**src/rtl/prio_shift_reg_pkg.sv**
```systemverilog
package prio_shift_reg_pkg;
  typedef enum logic [2:0] {
    SEL_HOLD  = 3'd0,
    SEL_LOAD  = 3'd1,
    SEL_SHR   = 3'd2,
    SEL_SHL   = 3'd3,
    SEL_CLR   = 3'd4,
    SEL_SET   = 3'd5
  } op_sel_e;
endpackage

```
**src/rtl/prio_resolver.sv**
```systemverilog
module prio_resolver
  import prio_shift_reg_pkg::*;
(
  input  logic    clr_i,
  input  logic    set_i,
  input  logic    load_i,
  input  logic    shr_i,
  input  logic    shl_i,
  output op_sel_e sel_o
);
  always_comb begin
    if (clr_i)       sel_o = SEL_CLR;
    else if (set_i)  sel_o = SEL_SET;
    else if (load_i) sel_o = SEL_LOAD;
    else if (shr_i)  sel_o = SEL_SHR;
    else if (shl_i)  sel_o = SEL_SHL;
    else             sel_o = SEL_HOLD;
  end

  // an asserted clear always wins the resolution
  always_comb begin
    if (clr_i) a_r8_clr_wins: assert (sel_o == SEL_CLR);
  end
endmodule

```
**src/rtl/bit_mux8.sv**
```systemverilog
module bit_mux8
  import prio_shift_reg_pkg::*;
(
  input  op_sel_e sel_i,
  input  logic    cur_i,
  input  logic    par_i,
  input  logic    left_nb_i,
  input  logic    right_nb_i,
  output logic    nxt_o
);
  always_comb begin
    unique case (sel_i)
      SEL_LOAD: nxt_o = par_i;
      SEL_SHR:  nxt_o = left_nb_i;
      SEL_SHL:  nxt_o = right_nb_i;
      SEL_CLR:  nxt_o = 1'b0;
      SEL_SET:  nxt_o = 1'b1;
      default:  nxt_o = cur_i;
    endcase
  end
endmodule

```
**src/rtl/prio_shift_reg.sv**
```systemverilog
module prio_shift_reg
  import prio_shift_reg_pkg::*;
#(
  parameter int W = 4
) (
  input  logic         clk,
  input  logic         rst_n,
  input  logic         clr_i,
  input  logic         set_i,
  input  logic         load_i,
  input  logic         shr_i,
  input  logic         shl_i,
  input  logic         shr_in_i,
  input  logic         shl_in_i,
  input  logic [W-1:0] d_i,
  output logic [W-1:0] q_o
);
  localparam int MSB = W - 1;

  op_sel_e      sel;
  logic [W-1:0] q_q;
  logic [W-1:0] q_d;
  logic [W+1:0] ext;

  prio_resolver u_res (
    .clr_i (clr_i),
    .set_i (set_i),
    .load_i(load_i),
    .shr_i (shr_i),
    .shl_i (shl_i),
    .sel_o (sel)
  );

  assign ext = {shr_in_i, q_q, shl_in_i};

  for (genvar i = 0; i < W; i++) begin : g_bit
    bit_mux8 u_mux (
      .sel_i     (sel),
      .cur_i     (q_q[i]),
      .par_i     (d_i[i]),
      .left_nb_i (ext[i+2]),
      .right_nb_i(ext[i]),
      .nxt_o     (q_d[i])
    );
  end

  always_ff @(posedge clk or negedge rst_n) begin
    if (!rst_n) q_q <= '0;
    else        q_q <= q_d;
  end

  assign q_o = q_q;

  a_r2_hold: assert property (@(posedge clk) disable iff (!rst_n)
    !(clr_i || set_i || load_i || shr_i || shl_i) |=> $stable(q_o));
  a_r3_clear: assert property (@(posedge clk) disable iff (!rst_n)
    clr_i |=> (q_o == '0));
  a_r4_set: assert property (@(posedge clk) disable iff (!rst_n)
    (set_i && !clr_i) |=> (q_o == '1));
  a_r5_load: assert property (@(posedge clk) disable iff (!rst_n)
    (load_i && !clr_i && !set_i) |=> (q_o == $past(d_i)));
  a_r6_shr: assert property (@(posedge clk) disable iff (!rst_n)
    (shr_i && !load_i && !clr_i && !set_i) |=>
      (q_o == {$past(shr_in_i), $past(q_o[MSB:1])}));
  a_r7_shl: assert property (@(posedge clk) disable iff (!rst_n)
    (shl_i && !shr_i && !load_i && !clr_i && !set_i) |=>
      (q_o == {$past(q_o[MSB-1:0]), $past(shl_in_i)}));
endmodule

```
**config.mk**
```make
export PLATFORM = sky130hd
export DESIGN_NAME = prio_shift_reg
export DESIGN_NICKNAME = d
export VERILOG_FILES = /design/src/rtl/prio_shift_reg_pkg.sv /design/src/rtl/prio_resolver.sv /design/src/rtl/bit_mux8.sv /design/src/rtl/prio_shift_reg.sv
export SDC_FILE = /design/constraint.sdc
export NUM_CORES = 1
export LEC_CHECK = 0
export ABC_AREA = 1
export BUFFER_PORTS_ARGS = -buffer_cell sky130_fd_sc_hd__clkbuf_2
export CAP_MARGIN = 20
export CORE_AREA = 10 10 47 49
export CTS_CLUSTER_SIZE = 25
export DETAILED_ROUTE_END_ITERATION = 7
export DIE_AREA = 0 0 57 59
export PLACE_DENSITY = 0.58
export SETUP_SLACK_MARGIN = 0.4
export SKIP_CTS_REPAIR_TIMING = 1
export SYNTH_ARGS = -nofsm -noshare
export SYNTH_HDL_FRONTEND = slang
export SYNTH_SLANG_ARGS = --single-unit
export TNS_END_PERCENT = 10
```
**constraint.sdc**
```tcl
create_clock -name clk -period 1.25 [get_ports clk]
set_input_delay 0.0625 -clock clk [delete_from_list [all_inputs] [get_ports clk]]
set_output_delay 0.0625 -clock clk [all_outputs]
set_load 0.05 [all_outputs]
```
# == After elaboration in Yosys (flattened, before gate mapping) ==
# Cells that the tools add are included.
# Widths: inputs -> output; s select.
# op_classes
muxes,9
eq_ne,5
n_reduce_logical,1
# op_table
cell,n
$pmux 1 s5,4
$mux 3,4
$eq 3x2->1 const B,2
$eq 3x3->1 const B,2
$reduce_bool 5->1,1
$eq 3x1->1 const B,1
$mux 2,1
# totals
wordCells,16
out_inout_bits,4
ff_bits,4

# == Depth between registers and ports, before layout ==
# depth
word_depth,7
mapped_depth,7
depth_no_buf,7

# == Cells and area by module ==
# A second synthesis with hierarchy kept.
# unflattened
cells_unflattened,73
area_unflattened_um2,405.4
# by_module_without_submodules
mod,area_per_inst_um2,n_inst,cells_per_inst
bit_mux8,66.3,4,15
prio_shift_reg,100.1,1,4
prio_resolver,40.0,1,9

# == Worst setup path after synthesis ==
# Ideal clock, no wire load.
# synth_timing
kind,register -> register
start,"reg q_q[2], in the netlist q_o[2]"
end,"reg q_q[1], in the netlist q_o[1]"
required_time_ps,1134
setup_time_ps,116
stages_incl_launch_ff,5
path_slack_ps,507
arrival_ps,627
path_buffers,0
path_cell_list,dfrtp_1 nand4_1 nand3_1 nand2_1 nand2_1
# synth_between
elab_chain_cells,1
# synth_rtl
item,line_no,source
start: declaration,prio_shift_reg.sv:21,logic [W-1:0] q_q;
start signal: assignment,prio_shift_reg.sv:49,else q_q <= q_d;
$pmux 1 s5,bit_mux8.sv:12,unique case (sel_i)
# Every way passes these cells.
# A chain may end at the register's enable or synchronous reset.

# == Worst setup path after layout ==
# layout_timing
start,"reg q_q[1], in the netlist q_o[1]"
end,out q_o[1]
# layout_lines
item,line_no,source
end: declaration,prio_shift_reg.sv:16,output logic [W-1:0] q_o
# No word-level cell between the ends.

==> run summary <==
row cnt -> 14
Setup crit end kind -> output pin
minimum clock period -> 883 ps
Max Clock Skew -> 1.91 ps
Max VDD drop -> 0.604 mV
worst-margin pin slew -> 219 ps
Final Max Slew Viols -> 0
DRT iter0 DRCs -> 1
Synth cell types -> 14
post-DP HPWL -> 836 um
Setup violations, final -> 0
sw frac -> 34.5%
number of global-route vias before repair -> 437
Reg clk slew, reported paths -> 40 ps
max cap viols -> 0
Max stage delay on crit path -> 410 ps
Starting Density -> 27.0%
GRT overflow -> 0
period utilization -> 70.7%
PD cells -> 937 mW/mm2
Die Wd -> 57 um
syn_area_per_cell -> 6.87 um2
clk buf depth -> 2
Seq cells post-synth -> 4
CTS Buf Count -> 3
CTS tree -> done
chip height -> 59 um
normalized max-slew margin -> 85.4%
final worst slack -> 367 ps
# DRC -> 0
status -> finished, final reports clean
pre-CTS WS -> 360 ps
worst path bufs/invs -> 1
Internal Power -> 308 uW
# diodes -> 0
initial antenna violation count -> 0
Gate power share -> 33.7%
first-pass GRT wire length -> 1730 um
Total GRT Usage -> 6.35%
Cell Area, Synth -> 378 um2
Layout Nets -> 86
final-layout fill cell count -> 160
CTS root buf -> clkbuf_4
Largest register FFs -> 4
Routed WL per cell -> 11.1 um
min-delay worst type -> in -> async
Pre-antenna DRT Iters -> 3
critical path's top delay family -> flip-flops
CTS sink cnt -> 4
net count after synthesis -> 68
Critical Path Fanout Max -> 4
Final Util -> 35.8%
post-synthesis sequential area ratio -> 26.5%
Core ar. -> 0.00140 mm2
setup_tns -> 0 ps
Crit Path Class -> reg -> out
drt via density -> 4.68
Vias -> 407
CTS H-tree lvls -> 1
Syn. warnings -> 0
Worst EP arrival -> 820 ps
worst path required time -> 1190 ps
fraction of layout cells with a size suffix above 1 -> 42.3%
insertion delay to the later sink of the worst-skew pair -> 230 ps
Final ANT Viol Nets -> 0
f_max -> 1130 MHz
final WL -> 968 um
RSZ-0062 raised after global routing -> true
Pleak -> 0.000265 uW
GP Congestion -> 0.791
Die Area -> 0.00336 mm2
Clock Power Share -> 33.1%
Crit-path slowest cell -> dfrtp_1
Fin. Hold Viols -> 0
IO buf count -> 16
Critical Path Source Type -> register
crit path cell chain -> buf_6
layout overhead on the synthesized area -> 32.8%
NetSw -> 162 uW
Seq pwr share -> 33.2%
Synth Instances -> 55
I/O Pins -> 17
largest net degree at the start of global routing -> 10
[placed cells by master, fill, tap and decap left out, drive strengths merged]
| cell | instances |
|---|---|
| dfrtp | 4 |
| nand2 | 17 |
| o21ai | 4 |
| buf | 5 |
| dlygate4sd3 | 1 |
| inv | 8 |
| nand4 | 8 |
| nor2 | 3 |
| a21oi | 1 |
| clkbuf | 15 |
| nand3 | 5 |
[cell type report]
cell class | instances | area (um2) | area share, %
Clock buffer | 3 | 22.5 | 4.49
Inverter | 8 | 30.0 | 5.99
Multi-Input combinational cell | 38 | 206 | 41.1
Sequential cell | 4 | 100 | 20.0
Tap cell | 16 | 20.0 | 3.99
Timing Repair Buffer | 18 | 123 | 24.4
[power by group through the flow]
stage	sequential [uW]	combinational, uW	clock, uW
floorplan	152	112	0
global placement	155	141	0
detailed placement	155	143	0
CTS	154	143	166
global route	158	175	167
finish	156	158	156
[worst reg2reg max path, stage by stage (launching register included)]
cell	delay [ps]
dfrtp_1	410
nand4_1	90
nand3_1	90
nand2_1	70
nand2_1	50
[cells in the mapped netlist (all sizes together)]
cell    n  area share [%]
a21oi   1             2.3
buf     5              11
nor2    3             6.3
inv     8             7.9
nand3   5             6.6
o21ai   4             5.3
dfrtp   4              26
nand4   8              13
nand2  17              21
[stage by stage]
stage	instance area (um2)	instances	hold slack, ps	total power (uW)
2_1_floorplan	378	55	-233	264
3_3_place_gp	444	83	-128	297
6_report	502	87	179	470
5_1_grt	502	87	202	500
3_5_place_dp	444	83	-124	298
4_1_cts	467	86	-375	464
[per-layer routing]
metal  wire [um]  global-route usage, %  vias up  share of wire (%)
met1         382                   6.29      183                 39
met2         533                   10.9        9                 55
met4          19                   6.04        0                2.0
li1            -                      -      213                  -
met5           0                      0        -                  0
met3          32                   1.29        2                3.3
[final timing paths]
check,to,startpoint,slack (ps),cells past startpoint
max in group asynchronous,q_o[3],rst_n,940,2
min reg2reg,q_o[0],q_o[0],540,2
max reg2reg,q_o[1],q_o[2],430,4
min in group clk,q_o[1],d_i[1],180,5
max,q_o[1],q_o[1],370,1
min,q_o[2],rst_n,180,2
[logic make-up after synthesis]
| group | share of synthesized area [%] |
|---|---|
| flip-flops | 26.5 |
| buffers and inverters | 18.9 |
| AND/OR/NAND/NOR | 47.0 |
| AO/OA/AOI/OAI | 7.62 |
Power figures use the tool's default switching activity.
